<file path="src/rtl/rwin_pkg.sv">
package rwin_pkg;
  localparam int unsigned PTR_W      = 5;
  localparam int unsigned TNUM_W     = 7;
  localparam int unsigned VEC_W      = 9;
  localparam logic [TNUM_W-1:0] TNUM_FLUSH = 7'd3;
  localparam logic [VEC_W-1:0]  VEC_BASE   = 9'd256;

  typedef enum logic [2:0] {
    CMD_NONE, CMD_SAVE, CMD_RESTORE, CMD_FLUSH, CMD_TRAP
  } rwin_cmd_e;

  typedef enum logic [1:0] {
    ST_IDLE, ST_SPILL, ST_FILL, ST_FLUSH
  } rwin_state_e;

  typedef enum logic [2:0] {
    OP_NONE, OP_SAVE, OP_SPILL_SAVE, OP_RESTORE, OP_FILL_RESTORE, OP_FLUSH
  } rwin_op_e;
endpackage

</file>
<file path="src/rtl/rwin_cmd_decode.sv">
module rwin_cmd_decode
  import rwin_pkg::*;
#(
  parameter int unsigned REG_W = 64
) (
  input  logic              save_i,
  input  logic              restore_i,
  input  logic              return_i,
  input  logic              flush_i,
  input  logic              trap_i,
  input  logic              trap_imm_sel_i,
  input  logic [TNUM_W-1:0] trap_imm_i,
  input  logic [REG_W-1:0]  trap_reg_i,
  output rwin_cmd_e         cmd_o,
  output logic [TNUM_W-1:0] trap_num_o
);
  assign trap_num_o = trap_imm_sel_i ? trap_imm_i : trap_reg_i[TNUM_W-1:0];

  // fixed priority; return shares the restore path, trap 3 folds into flush
  always_comb begin
    cmd_o = CMD_NONE;
    if (save_i)                                  cmd_o = CMD_SAVE;
    else if (restore_i || return_i)              cmd_o = CMD_RESTORE;
    else if (flush_i)                            cmd_o = CMD_FLUSH;
    else if (trap_i && trap_num_o == TNUM_FLUSH) cmd_o = CMD_FLUSH;
    else if (trap_i)                             cmd_o = CMD_TRAP;
  end
endmodule

</file>
<file path="src/rtl/rwin_seq.sv">
module rwin_seq
  import rwin_pkg::*;
(
  input  logic              clk_i,
  input  logic              rst_ni,
  input  rwin_cmd_e         cmd_i,
  input  logic [TNUM_W-1:0] trap_num_i,
  input  logic              cs_zero_i,
  input  logic              cr_zero_i,
  input  logic              spill_done_i,
  input  logic              fill_done_i,
  input  logic              flush_done_i,
  output rwin_op_e          op_o,
  output logic              spill_req_o,
  output logic              fill_req_o,
  output logic              flush_req_o,
  output logic              busy_o,
  output logic              trap_vld_o,
  output logic [VEC_W-1:0]  trap_vec_o
);
  rwin_state_e state_q, state_d;
  logic        trap_fire;

  always_comb begin
    state_d   = state_q;
    op_o      = OP_NONE;
    trap_fire = 1'b0;
    unique case (state_q)
      ST_IDLE: begin
        unique case (cmd_i)
          CMD_SAVE:    if (cs_zero_i) state_d = ST_SPILL; else op_o = OP_SAVE;
          CMD_RESTORE: if (cr_zero_i) state_d = ST_FILL;  else op_o = OP_RESTORE;
          CMD_FLUSH:   state_d = ST_FLUSH;
          CMD_TRAP:    trap_fire = 1'b1;
          default:     ;
        endcase
      end
      ST_SPILL: if (spill_done_i) begin op_o = OP_SPILL_SAVE;   state_d = ST_IDLE; end
      ST_FILL:  if (fill_done_i)  begin op_o = OP_FILL_RESTORE; state_d = ST_IDLE; end
      ST_FLUSH: if (flush_done_i) begin op_o = OP_FLUSH;        state_d = ST_IDLE; end
      default:  state_d = ST_IDLE;
    endcase
  end

  always_ff @(posedge clk_i or negedge rst_ni) begin
    if (!rst_ni) begin
      state_q    <= ST_IDLE;
      trap_vld_o <= 1'b0;
      trap_vec_o <= '0;
    end else begin
      state_q    <= state_d;
      trap_vld_o <= trap_fire;
      if (trap_fire) trap_vec_o <= VEC_BASE + VEC_W'(trap_num_i);
    end
  end

  assign spill_req_o = (state_q == ST_SPILL);
  assign fill_req_o  = (state_q == ST_FILL);
  assign flush_req_o = (state_q == ST_FLUSH);
  assign busy_o      = (state_q != ST_IDLE);

  p_one_req_r10: assert property (@(posedge clk_i) disable iff (!rst_ni)
    $onehot0({spill_req_o, fill_req_o, flush_req_o}));
  p_spill_hold_r10: assert property (@(posedge clk_i) disable iff (!rst_ni)
    (spill_req_o && !spill_done_i) |=> spill_req_o);
  p_fill_hold_r10: assert property (@(posedge clk_i) disable iff (!rst_ni)
    (fill_req_o && !fill_done_i) |=> fill_req_o);
  p_trap_vec_r9: assert property (@(posedge clk_i) disable iff (!rst_ni)
    trap_vld_o |-> (trap_vec_o >= VEC_BASE && trap_vec_o != VEC_BASE + 9'd3));
  p_trap_pulse_r9: assert property (@(posedge clk_i) disable iff (!rst_ni)
    trap_vld_o |-> !busy_o);
endmodule

</file>
<file path="src/rtl/rwin_window_state.sv">
module rwin_window_state
  import rwin_pkg::*;
#(
  parameter int unsigned NWINDOWS = 8
) (
  input  logic             clk_i,
  input  logic             rst_ni,
  input  rwin_op_e         op_i,
  output logic [PTR_W-1:0] cwp_o,
  output logic [PTR_W-1:0] cansave_o,
  output logic [PTR_W-1:0] canrestore_o
);
  localparam logic [PTR_W-1:0] LAST_WIN = PTR_W'(NWINDOWS - 1);
  localparam logic [PTR_W-1:0] CS_FULL  = PTR_W'(NWINDOWS - 2);

  logic [PTR_W-1:0] cwp_q, cs_q, cr_q;
  logic [PTR_W-1:0] cwp_d, cs_d, cr_d;
  logic [PTR_W-1:0] cwp_up, cwp_dn;

  assign cwp_up = (cwp_q == LAST_WIN) ? '0 : cwp_q + 1'b1;
  assign cwp_dn = (cwp_q == '0) ? LAST_WIN : cwp_q - 1'b1;

  always_comb begin
    cwp_d = cwp_q;
    cs_d  = cs_q;
    cr_d  = cr_q;
    unique case (op_i)
      OP_SAVE:         begin cwp_d = cwp_up; cs_d = cs_q - 1'b1; cr_d = cr_q + 1'b1; end
      OP_SPILL_SAVE:   begin cwp_d = cwp_up; cs_d = cr_q - 1'b1; cr_d = PTR_W'(1); end
      OP_RESTORE:      begin cwp_d = cwp_dn; cs_d = cs_q + 1'b1; cr_d = cr_q - 1'b1; end
      OP_FILL_RESTORE: begin cwp_d = cwp_dn; if (cs_q < CS_FULL) cs_d = cs_q + 1'b1; end
      OP_FLUSH:        begin cs_d = CS_FULL; cr_d = '0; end
      default:         ;
    endcase
  end

  always_ff @(posedge clk_i or negedge rst_ni) begin
    if (!rst_ni) begin
      cwp_q <= '0;
      cs_q  <= CS_FULL;
      cr_q  <= '0;
    end else begin
      cwp_q <= cwp_d;
      cs_q  <= cs_d;
      cr_q  <= cr_d;
    end
  end

  assign cwp_o        = cwp_q;
  assign cansave_o    = cs_q;
  assign canrestore_o = cr_q;

  p_cnt_sum_r2: assert property (@(posedge clk_i) disable iff (!rst_ni)
    (int'(cs_q) + int'(cr_q)) == NWINDOWS - 2);
  p_ptr_range_r2: assert property (@(posedge clk_i) disable iff (!rst_ni)
    int'(cwp_q) < NWINDOWS);
  p_restore_cnt_r4: assert property (@(posedge clk_i) disable iff (!rst_ni)
    (op_i == OP_RESTORE) |=> (cr_q == $past(cr_q) - 1'b1));
  p_fill_cr_r5: assert property (@(posedge clk_i) disable iff (!rst_ni)
    (op_i == OP_FILL_RESTORE) |=> (cr_q == '0));
  p_flush_ptr_r6: assert property (@(posedge clk_i) disable iff (!rst_ni)
    (op_i == OP_FLUSH) |=> $stable(cwp_q));
  p_idle_hold_r10: assert property (@(posedge clk_i) disable iff (!rst_ni)
    (op_i == OP_NONE) |=> ($stable(cwp_q) && $stable(cs_q) && $stable(cr_q)));
endmodule

</file>
<file path="src/rtl/rwin_ctrl.sv">
module rwin_ctrl
  import rwin_pkg::*;
#(
  parameter int unsigned NWINDOWS = 8,
  parameter int unsigned REG_W    = 64
) (
  input  logic              clk_i,
  input  logic              rst_ni,
  input  logic              save_i,
  input  logic              restore_i,
  input  logic              return_i,
  input  logic              flush_i,
  input  logic              trap_i,
  input  logic              trap_imm_sel_i,
  input  logic [6:0]        trap_imm_i,
  input  logic [REG_W-1:0]  trap_reg_i,
  output logic              spill_req_o,
  input  logic              spill_done_i,
  output logic              fill_req_o,
  input  logic              fill_done_i,
  output logic              flush_req_o,
  input  logic              flush_done_i,
  output logic              busy_o,
  output logic [4:0]        cwp_o,
  output logic [4:0]        cansave_o,
  output logic [4:0]        canrestore_o,
  output logic              trap_vld_o,
  output logic [8:0]        trap_vec_o
);
  rwin_cmd_e         cmd;
  rwin_op_e          op;
  logic [TNUM_W-1:0] trap_num;

  rwin_cmd_decode #(.REG_W(REG_W)) u_dec (
    .save_i, .restore_i, .return_i, .flush_i, .trap_i,
    .trap_imm_sel_i, .trap_imm_i, .trap_reg_i,
    .cmd_o(cmd), .trap_num_o(trap_num)
  );

  rwin_seq u_seq (
    .clk_i, .rst_ni,
    .cmd_i(cmd), .trap_num_i(trap_num),
    .cs_zero_i(cansave_o == '0), .cr_zero_i(canrestore_o == '0),
    .spill_done_i, .fill_done_i, .flush_done_i,
    .op_o(op),
    .spill_req_o, .fill_req_o, .flush_req_o, .busy_o,
    .trap_vld_o, .trap_vec_o
  );

  rwin_window_state #(.NWINDOWS(NWINDOWS)) u_win (
    .clk_i, .rst_ni, .op_i(op),
    .cwp_o, .cansave_o, .canrestore_o
  );

  p_busy_freeze_r10: assert property (@(posedge clk_i) disable iff (!rst_ni)
    (busy_o && !spill_done_i && !fill_done_i && !flush_done_i)
      |=> ($stable(cwp_o) && $stable(cansave_o) && busy_o));
  p_trap_idle_r9: assert property (@(posedge clk_i) disable iff (!rst_ni)
    busy_o |=> !trap_vld_o);
endmodule

</file>
<file path="config.mk">
export PLATFORM = sky130hd
export DESIGN_NAME = rwin_ctrl
export DESIGN_NICKNAME = d
export VERILOG_FILES = /design/src/rtl/rwin_pkg.sv /design/src/rtl/rwin_cmd_decode.sv /design/src/rtl/rwin_seq.sv /design/src/rtl/rwin_window_state.sv /design/src/rtl/rwin_ctrl.sv
export SDC_FILE = /design/constraint.sdc
export NUM_CORES = 1
export LEC_CHECK = 0
export BUFFER_PORTS_ARGS = -buffer_cell sky130_fd_sc_hd__buf_4
export CAP_MARGIN = 20
export CORE_ASPECT_RATIO = 0.75
export CORE_MARGIN = 8
export CORE_UTILIZATION = 47
export DETAILED_ROUTE_END_ITERATION = 10
export PLACE_DENSITY = 0.95
export SYNTH_ARGS = -nofsm -noshare
export SYNTH_HDL_FRONTEND = slang
export SYNTH_SLANG_ARGS = --single-unit
</file>
<file path="constraint.sdc">
create_clock -name clk_i -period 4.6 [get_ports clk_i]
set_input_delay 1.15 -clock clk_i [delete_from_list [all_inputs] [get_ports clk_i]]
set_output_delay 1.15 -clock clk_i [all_outputs]
set_load 0.01 [all_outputs]
</file>
; Word-level counts from Yosys, hierarchy flattened
; Index checks and enable logic that the tools add are counted.
[word_totals]
register_bits = 27
in_bits = 82
output_inout_bits = 29
[classes]
n_addsub = 7
magnitude_cmp = 1
eq_ne = 21
muxes = 28
reduce_logical = 14
[ops]
columns = cell, count
row1 = 5-bit case mux with 5 select lines, 1
row2 = 3-bit 2-to-1 mux, 7
row3 = 5-bit case mux with 4 select lines, 1
row4 = "5-bit by 1-bit adder with 5-bit output, second input constant", 3
row5 = 5-bit zero test, 3
row6 = 5-bit 2-to-1 mux, 3
row7 = "5-bit by 1-bit subtractor with 5-bit output, second input constant", 3
row8 = 2-bit 2-to-1 mux, 7
row9 = "3-bit by 2-bit == test with 1-bit output, second input constant", 4
row10 = 3-bit case mux with 4 select lines, 1
row11 = 5-bit case mux with 2 select lines, 1
row12 = "9-bit by 7-bit adder with 9-bit output, first input constant", 1
row13 = "3-bit == test, second input constant", 3
row14 = "2-bit by 1-bit inequality test with 1-bit output, second input constant", 4
row15 = 2-bit case mux with 4 select lines, 1
row16 = "7-bit by 2-bit == test with 1-bit output, second input constant", 1
row17 = 7-bit 2-to-1 mux, 1
row18 = "3-bit by 1-bit == test with 1-bit output, second input constant", 2
row19 = "3-bit by 2-bit inequality test with 1-bit output, second input constant", 2
row20 = 2-bit case mux with 3 select lines, 1
row21 = 3-bit case mux with 2 select lines, 1
row22 = 6-bit AND reduction, 1
row23 = "5-bit by 3-bit == test with 1-bit output, second input constant", 1
row24 = "5-bit by 3-bit less-than comparator with 1-bit output, second input constant", 1
row25 = 12 further kinds, 17

; Logic depth before layout (Yosys ltp)
; Gate-level depths: netlist (run 1).
[logic_depth]
ltp_word = 13
ltp_mapped = 11
depth_no_buf = 11

; By module
; Synthesis (run 1) repeated with hierarchy kept, for this count alone.
[hier_totals]
cells_unflattened = 228
area_unflattened_um2 = 2149.6
[modules_own_cells]
columns = mod, instances, cells_each, area_per_inst_um2, seq_area_each_um2
row1 = rwin_window_state, 1, 156, 1331.3, 377.9
row2 = rwin_seq, 1, 45, 566.8, 275.3
row3 = rwin_cmd_decode, 1, 23, 229.0, 0.0
row4 = rwin_ctrl, 1, 4, 22.5, 0.0

; Worst setup path before layout (run 1)
; No wires, ideal clock.
[synth_path]
path_type = input -> register
startpoint = input port save_i
endpoint = register u_win.cs_q[4] (netlist: u_win.cansave_o[4])
setup_ps = 129
arrival_ps = 3052
setup_slack_ps = 1419
path_stages = 9
n_path_buf = 0
path_cell_list = or3_4 o31ai_4 inv_4 ha_1 nor2b_1 o21ai_0 nand3_1 a31oi_1 o221ai_2
[synth_via]
elab_chain_cells = 7
word_cells_on_any_way = 14
classes_between = 8 x eq/ne / 4 x mux / 2 x reduce/logical
[synth_rtl]
columns = item, line_no
row1 = start: declaration, rwin_ctrl.sv:9  ; input logic save_i,
row2 = 3-bit 2-to-1 mux (*), rwin_cmd_decode.sv:22  ; if (save_i) cmd_o = CMD_SAVE;
row3 = 3-bit by 2-bit == test with 1-bit output or 3-bit by 1-bit == test with 1-bit output (tied branches), rwin_seq.sv:30  ; unique case (cmd_i)
row4 = 3-bit case mux with 2 select lines (*), rwin_seq.sv:30
row5 = 3-bit case mux with 4 select lines (*), rwin_seq.sv:28  ; unique case (state_q)
row6 = 3-bit by 1-bit == test with 1-bit output (tied with other cells), rwin_window_state.sv:27  ; unique case (op_i)
row7 = 5-bit nonzero test (no line) or 2-bit by 1-bit inequality test with 1-bit output (tied branches), n/a
row8 = 2-bit AND reduction (no line), n/a
row9 = end signal: assignment, rwin_window_state.sv:44  ; cs_q <= cs_d;
row10 = end: declaration, rwin_window_state.sv:16  ; logic [PTR_W-1:0] cwp_q, cs_q, cr_q;
; Mark *: on every way between the ends. The rest lies on a longest branch, timed or not.
; A chain may end at the register's enable or synchronous reset.

; Worst setup path in the final report (run 1)
; Ends and elaborated chain as after synthesis.

==> results of run 1 <==
==> power by group <==
| part | total (uW) | internal (uW) | leakage [uW] | switching, uW |
|---|---|---|---|---|
| Clock | 129 | 58.8 | 0.0000216 | 69.8 |
| Sequential | 495 | 346 | 0.000319 | 148 |
| Combinational | 969 | 482 | 0.000701 | 487 |
==> placed cells by master (no fill, tap or decap), drive strengths merged, types with 2 or more instances in the layout <==
master and count:
dfrtp 24, a22oi 3, dfstp 2, mux2i 3, a31oi 7, clkbuf 3, nand3 10, nor4b 2
nor4 2, o22ai 2, and3 2, a21oi 7, a21o 2, nor3b 2, mux2 15, nand2b 2
o211ai 3, inv 13, o221ai 2, buf 52, nor3 3, xor2 3, nand2 8, o21a 3
nor2 15, or3 3, xnor2 3, o21ai 7, nor2b 4, and2 3, a221oi 2, ha 7
nand4 3, nand3b 2, or2 2
==> routing by layer <==
metal | routed length [um] | global-route usage, %
met5 | 0 | 0
met4 | 22 | 3.93
met3 | 272 | 3.97
met2 | 2230 | 24.4
met1 | 2030 | 19.0
==> flip-flops by register name, indices dropped and copies added, names as in the netlist <==
| register | cells |
|---|---|
| u_seq.trap_vec_o | 8 |
| u_win.canrestore_o | 5 |
| u_seq.state_q | 2 |
| u_seq.trap_vld_o | 1 |
| u_win.cwp_o | 5 |
| u_win.cansave_o | 5 |
==> kinds of logic (layout without fill, tap and decap cells) <==
kind of cell / after synthesis / after routing
xor gates and xnor gates: 6 / 6
other: 1 / 1
buffers and inverters: 20 / 68
DFF: 26 / 26
muxes: 18 / 18
AOI/OAI and AO/OA: 45 / 45
adders and majority gates: 8 / 8
and+or+nand+nor: 66 / 66
==> critical path, cell delays in order <==
cell      delay [ps]
buf_4            140
or3_4            410
o31ai_4          440
inv_4            140
ha_1             350
nor2b_1          140
o21ai_0          190
nand3_1          130
a31oi_1          230
o221ai_2         110
==> per-stage QoR <==
stage / cells / util, %
detailed placement: 287 / 60.8
CTS: 290 / 61.9
floorplan: 190 / -
global placement: 287 / 60.8
finish: 290 / 61.9
global route: 290 / 61.9
==> final timing paths <==
check | startpoint | end | slack [ps] | depth (start not counted)
setup / recovery | save_i | u_win.cansave_o[4] | 1310 | 10
hold / removal | u_seq.trap_vec_o[8] | u_seq.trap_vec_o[8] | 470 | 1
setup reg to reg | u_win.canrestore_o[0] | u_win.cansave_o[4] | 1650 | 11
hold reg to reg | u_seq.trap_vec_o[8] | u_seq.trap_vec_o[8] | 470 | 1
max in group asynchronous | rst_ni | u_win.cansave_o[1] | 3510 | 1
min in group asynchronous | rst_ni | u_seq.trap_vec_o[8] | 780 | 1
==> layout make-up <==
class / instances / area, um2
Fill cell: 313 / 1410
Multi-Input combinational cell: 144 / 1090
Sequential cell: 26 / 653
Timing Repair Buffer: 52 / 390
Tap cell: 52 / 65.1
Inverter: 13 / 51.3
Clock buffer: 3 / 41.3
==> reports/metrics.cfg, run 1 <==
[synth]
ys.flop_type=dfrtp_1
synth_top_family_by_area=simple AND/OR/NAND/NOR gates
ys_ff_latch=26
synth_area_leaders=dfrtp_1, mux2_2, ha_1, dfstp_2, nor2_1
ys_top_cells_by_count=dfrtp_1, mux2_2, nor2_1
yosysWarnings=0
synth_simple_gate_area_share_pct=20.0
async_reset_ff_share_pct=100
synth_edf_count=0
postSynthAreaPerCell_um2=9.67
synth-compound-area-share_pct=19.8
syn_area_um2=1840
synth_top_area_cell=dfrtp_1
synth_xor_area_share_pct=2.86
synthAdderAreaFrac_pct=5.85
syn_inst=190
synth_most_common_cell=dfrtp_1
synthMuxAreaShare_pct=10.8
syn_nets=280
ys_seq_area_share_pct=35.5
synth.distinct_cells=55
synth_top_area_share_pct=32.7

[floorplan]
rows=19
die_area_um2=6190
io_pins=111
core_um2=3710
start_util_pct=49.6
die_h_um=70.2
die_width_um=88.2

[route]
via_count=1660
wire_per_inst_um=15.7
drcViolationCount=0
ant_nets=0
viasPerCell=5.72
drt_iter0_markers=127
routed_wl_mm=4.56
drt_first_pass_iters=5

[grt]
antenna_found_initial=0
grt_overflow=0
grt_pass1_wl_mm=7.60
grt_max_degree=27
grt_pass1_vias=1629
grt_use_total_pct=15.0

[timing]
period_share_pct=71.4
slew_headroom_pct=64.3
finClkSkew_ps=4.48
fmax_ghz=0.304
hold_violations=0
drv_slew=0
rsz0062_at_grt=false
timing.final.ws_setup_ps=1310
worst_pin_slew_ps=533
tns_ps=0
whs_ps=474
post-route-min-period_ps=3290
setup_viol=0

[clock_tree]
clock-sinks=26
ctsLongestPathBuffers=2
ctsHoldBuffers=0
postCtsSetupBuffers=0
clk_pin_slew_ps=90
clk_latency_ps=270
cts_buffers=3
cts_tree=done
cts_resized=0
cts_root_buf=clkbuf_8
htree_levels=1

[final_layout]
diodes=0
drive_gt1_share_pct=35.3
design_area_um2=2300
layout.nets=330
syn2layout_area_growth_pct=24.9

[critical_path]
path_max_fanout=9
critical_path_arrival_ps=3440
path_class=in2reg
startpoint_type=primary input
required_ps=4760
end_kind=flop

[power_and_ir_drop]
leakagePower_uw=0.00104
total_power_uw=1590
power_density_nw_per_um2=694
vdd_drop_max_mv=0.519

[min_path]
min_path_type=reg2reg

[place]
gp_congestion=0.839
port_buffers=52
placed_cell_area_um2=2250
dp_slack_ps=1030
place.detailed.hpwl_mm=3.57

[status]
status=complete, no violations

[run]
max_cap_violations=0

(Power assumes the default switching activity.)
==> run 2: changes to the inputs <==
--- a/config.mk
+++ b/config.mk
@@ -5,13 +5,14 @@
 export SDC_FILE = /design/constraint.sdc
 export NUM_CORES = 1
 export LEC_CHECK = 0
+export ABC_AREA = 1
 export BUFFER_PORTS_ARGS = -buffer_cell sky130_fd_sc_hd__buf_4
 export CAP_MARGIN = 20
 export CORE_ASPECT_RATIO = 0.75
 export CORE_MARGIN = 8
-export CORE_UTILIZATION = 47
+export CORE_UTILIZATION = 44
 export DETAILED_ROUTE_END_ITERATION = 10
-export PLACE_DENSITY = 0.95
+export PLACE_DENSITY = 0.9
 export SYNTH_ARGS = -nofsm -noshare
 export SYNTH_HDL_FRONTEND = slang
 export SYNTH_SLANG_ARGS = --single-unit
==> constraint.sdc (replaced) <==
create_clock -name clk_i -period 3.29 [get_ports clk_i]
set_input_delay 0.8225 -clock clk_i [delete_from_list [all_inputs] [get_ports clk_i]]
set_output_delay 0.8225 -clock clk_i [all_outputs]
set_load 0.01 [all_outputs]
==> run 2 against run 1 <==
Against the previous run: flip-flop and latch count stayed put; sequential share of layout area is 1.1 points lower; critical path depth is 8 higher; die area is 7.8% higher; non-clock buffer count stayed put; total power is 48% higher; clock skew is 2.2 ps higher; register-to-register slack worse by 1100 ps; setup slack worse by 760 ps; area after synthesis is 2.8% higher; largest cell class unchanged; largest power group unchanged.
==> reports/metrics.cfg, run 2 <==
[synth]
synth_most_common_cell=nand2_1
syn_nets=352  ; +26%
async_reset_ff_share_pct=100  ; unchanged
ys.flop_type=dfrtp_1
yosysWarnings=0  ; unchanged
ys_ff_latch=26  ; unchanged
syn_area_um2=1890  ; +2.8%
ys_top_cells_by_count=nand2_1, inv_1, dfrtp_1
synth_edf_count=0  ; unchanged
postSynthAreaPerCell_um2=7.21  ; -25%
synth.distinct_cells=37  ; -33%
syn_inst=262  ; +38%
synth_area_leaders=dfrtp_1, nand2_1, inv_1, ha_1, nand3_1
ys_seq_area_share_pct=34.6  ; -0.96 points
synth_top_area_share_pct=31.8  ; -0.89 points
synth_top_area_cell=dfrtp_1

[floorplan]
rows=20  ; +1
core_um2=4080  ; +10%
start_util_pct=46.3  ; -3.2 points
die_area_um2=6670  ; +7.8%
io_pins=111  ; unchanged
die_h_um=72.8  ; +3.7%
die_width_um=91.7  ; +3.9%

[grt]
met3_usage_pct=3.49  ; -0.48 points
gr-usage-met2_pct=23.8  ; -0.58 points
grt_use_met1_pct=16.3  ; -2.7 points
antenna_found_initial=0  ; unchanged
busiest_layer=met2
grt_overflow=0  ; unchanged
grt_pass1_wl_mm=7.50  ; -1.4%
grt_use_total_pct=13.8  ; -1.3 points
grt_pass1_vias=1649  ; +1.2%
grt_max_degree=27  ; unchanged

[clock_tree]
clk_latency_ps=270  ; about the same
cts_buffers=3  ; unchanged
ctsLongestPathBuffers=2  ; unchanged
cts_tree=done
htree_levels=1  ; unchanged
clk_pin_slew_ps=90  ; about the same
postCtsSetupBuffers=0  ; unchanged
cts_root_buf=clkbuf_8
clock-sinks=26  ; unchanged
ctsHoldBuffers=0  ; unchanged
cts_resized=0  ; unchanged

[final_layout]
layout_commonest_cell=nand2_1
drive_gt1_share_pct=27.6  ; -7.7 points
syn2layout_area_growth_pct=26.5
layout.nets=406  ; +23%
diodes=0  ; unchanged
largest-register=u_seq.trap_vec_o
largest_reg_flops=8  ; unchanged
final_cell_mix=nand2_1, buf_4, inv_1, dfrtp_1, nor2_1

[power_and_ir_drop]
leakagePower_uw=0.00129  ; +23%
p_int_uw=1280  ; +44%
combPwrFrac_pct=60.9  ; about the same
power_switching_uw=1080  ; +53%
power_density_nw_per_um2=987  ; +42%
vdd_drop_max_mv=0.434  ; -16%
p_sw_share_pct=45.9  ; +1.6 points
pwr-share-clk_pct=11.1  ; +3.0 points
p_seq_share_pct=27.9  ; -3.2 points

[route]
viasPerCell=4.92  ; -14%
drt_iter0_markers=83  ; -35%
drcViolationCount=0  ; unchanged
routed_wl_mm=4.59  ; +0.70%
drt_first_pass_iters=4  ; -1
wire_per_inst_um=12.4  ; -21%
ant_nets=0  ; unchanged
via_count=1820  ; +9.6%

[status]
status=complete, no violations

[timing]
drv_slew=0  ; unchanged
whs_ps=444  ; -29.6 ps
tns_ps=0  ; unchanged
hold_violations=0  ; unchanged
post-route-min-period_ps=2740
fmax_ghz=0.365
finClkSkew_ps=6.70  ; +2.22 ps
setup_viol=0  ; unchanged
period_share_pct=83.2
rsz0062_at_grt=false

[place]
place.detailed.hpwl_mm=3.70  ; +3.6%
port_buffers=52  ; unchanged
gp_congestion=0.933  ; +11%

[critical_path]
cpMostUsedCell=nand2_1
slowest_delay_ps=440  ; about the same
crit_chain=inv_1, ha_1, nand2_1, nor2_2, nand2_2, nand3_4, nand2_4, inv_4, ha_1, a21oi_1, o21ai_0, or2_2, nand2_1, nand2_1, nand3_1, nand2_1, nand2_1, nand2_1
cp_num_buf_inv=2  ; unchanged
startpoint_type=flop
critical_path_arrival_ps=2900  ; -540 ps
end_kind=flop
path_class=reg2reg
path_max_fanout=10  ; +1
cp_top_family=simple AND/OR/NAND/NOR gates
critPathSlowestCell=dfrtp_1
regToRegSetupSlack_ps=550  ; -1100 ps
required_ps=3460  ; -1300 ps

[run]
max_cap_violations=0  ; unchanged

[min_path]
min_path_type=in2async

==> run 2: cell count changes after synthesis, moves of 4 or more <==
cell | before | now
inv_2 | 1 | 5
clkbuf_1 | 4 | 0
nor2_1 | 14 | 18
o21ai_0 | 7 | 12
o21ai_1 | 0 | 7
nand2_2 | 0 | 8
nand3_1 | 10 | 17
nand2_1 | 8 | 74
mux2_2 | 15 | 0
inv_1 | 11 | 33
nor2b_1 | 4 | 0
==> run 2: area by class of cell <==
| cell class | instances | area [um2] |
|---|---|---|
| clock inverter | 1 | 30.0 |
| inverter | 40 | 158 |
| clock buffer | 3 | 41.3 |
| sequential | 26 | 653 |
| fill | 367 | 1690 |
| timing repair buffer | 52 | 390 |
| multi-input combinational | 193 | 1050 |
| tap | 55 | 68.8 |
==> run 2: logic make-up (layout without fill, tap and decap cells) <==
logic type	count (synthesis)	count (layout)	synth area share [%]
flip-flops	26	26	34.6
adder cells (fa/ha/maj)	8	8	5.70
AO/OA/AOI/OAI	39	39	12.1
buffers and inverters	43	96	9.93
other	1	1	0.198
XOR/XNOR	8	8	3.71
AND/OR/NAND/NOR	137	137	33.8
==> run 2: per-stage QoR <==
step / cells / instance area [um2] / util [%] / power [uW] / setup WS [ps]
6_report: 370 / 2390 / 58.6 / 2360 / 552
4_1_cts: 370 / 2390 / 58.6 / 2380 / 572
3_3_place_gp: 366 / 2320 / 56.8 / 2060 / 423
2_1_floorplan: 262 / 1890 / - / 1610 / 679
5_1_grt: 370 / 2390 / 58.6 / 2600 / 339
3_5_place_dp: 366 / 2320 / 56.8 / 2100 / 366
==> run 2: path summary, 6_finish.rpt <==
path                            depth (start not counted)                  end             startpoint
worst max-delay path                                   18   u_win.cansave_o[4]  u_win.canrestore_o[0]
worst min-delay path                                    1  u_seq.trap_vec_o[6]                 rst_ni
worst max register to register                         18   u_win.cansave_o[4]  u_win.canrestore_o[0]
worst min register to register                          2  u_seq.trap_vec_o[1]    u_seq.trap_vec_o[1]
max in group asynchronous                               1   u_win.cansave_o[2]                 rst_ni
min in group clk_i                                      2  u_seq.trap_vec_o[1]    u_seq.trap_vec_o[1]
==> run 2: metal layers <==
| metal | vias up | share of wire [%] |
|---|---|---|
| li1 | 948 | - |
| met1 | 830 | 46 |
| met2 | 38 | 48 |
| met3 | 4 | 4.8 |
| met4 | 0 | 1.2 |
| met5 | - | 0 |
==> run 2: power groups by stage <==
stage          Sequential (uW)  Clock (uW)  Combinational [uW]
2_1_floorplan              694           0                 916
3_3_place_gp               653           0                1410
3_5_place_dp               663           0                1440
4_1_cts                    656         272                1450
5_1_grt                    686         287                1630
6_report                   659         262                1440
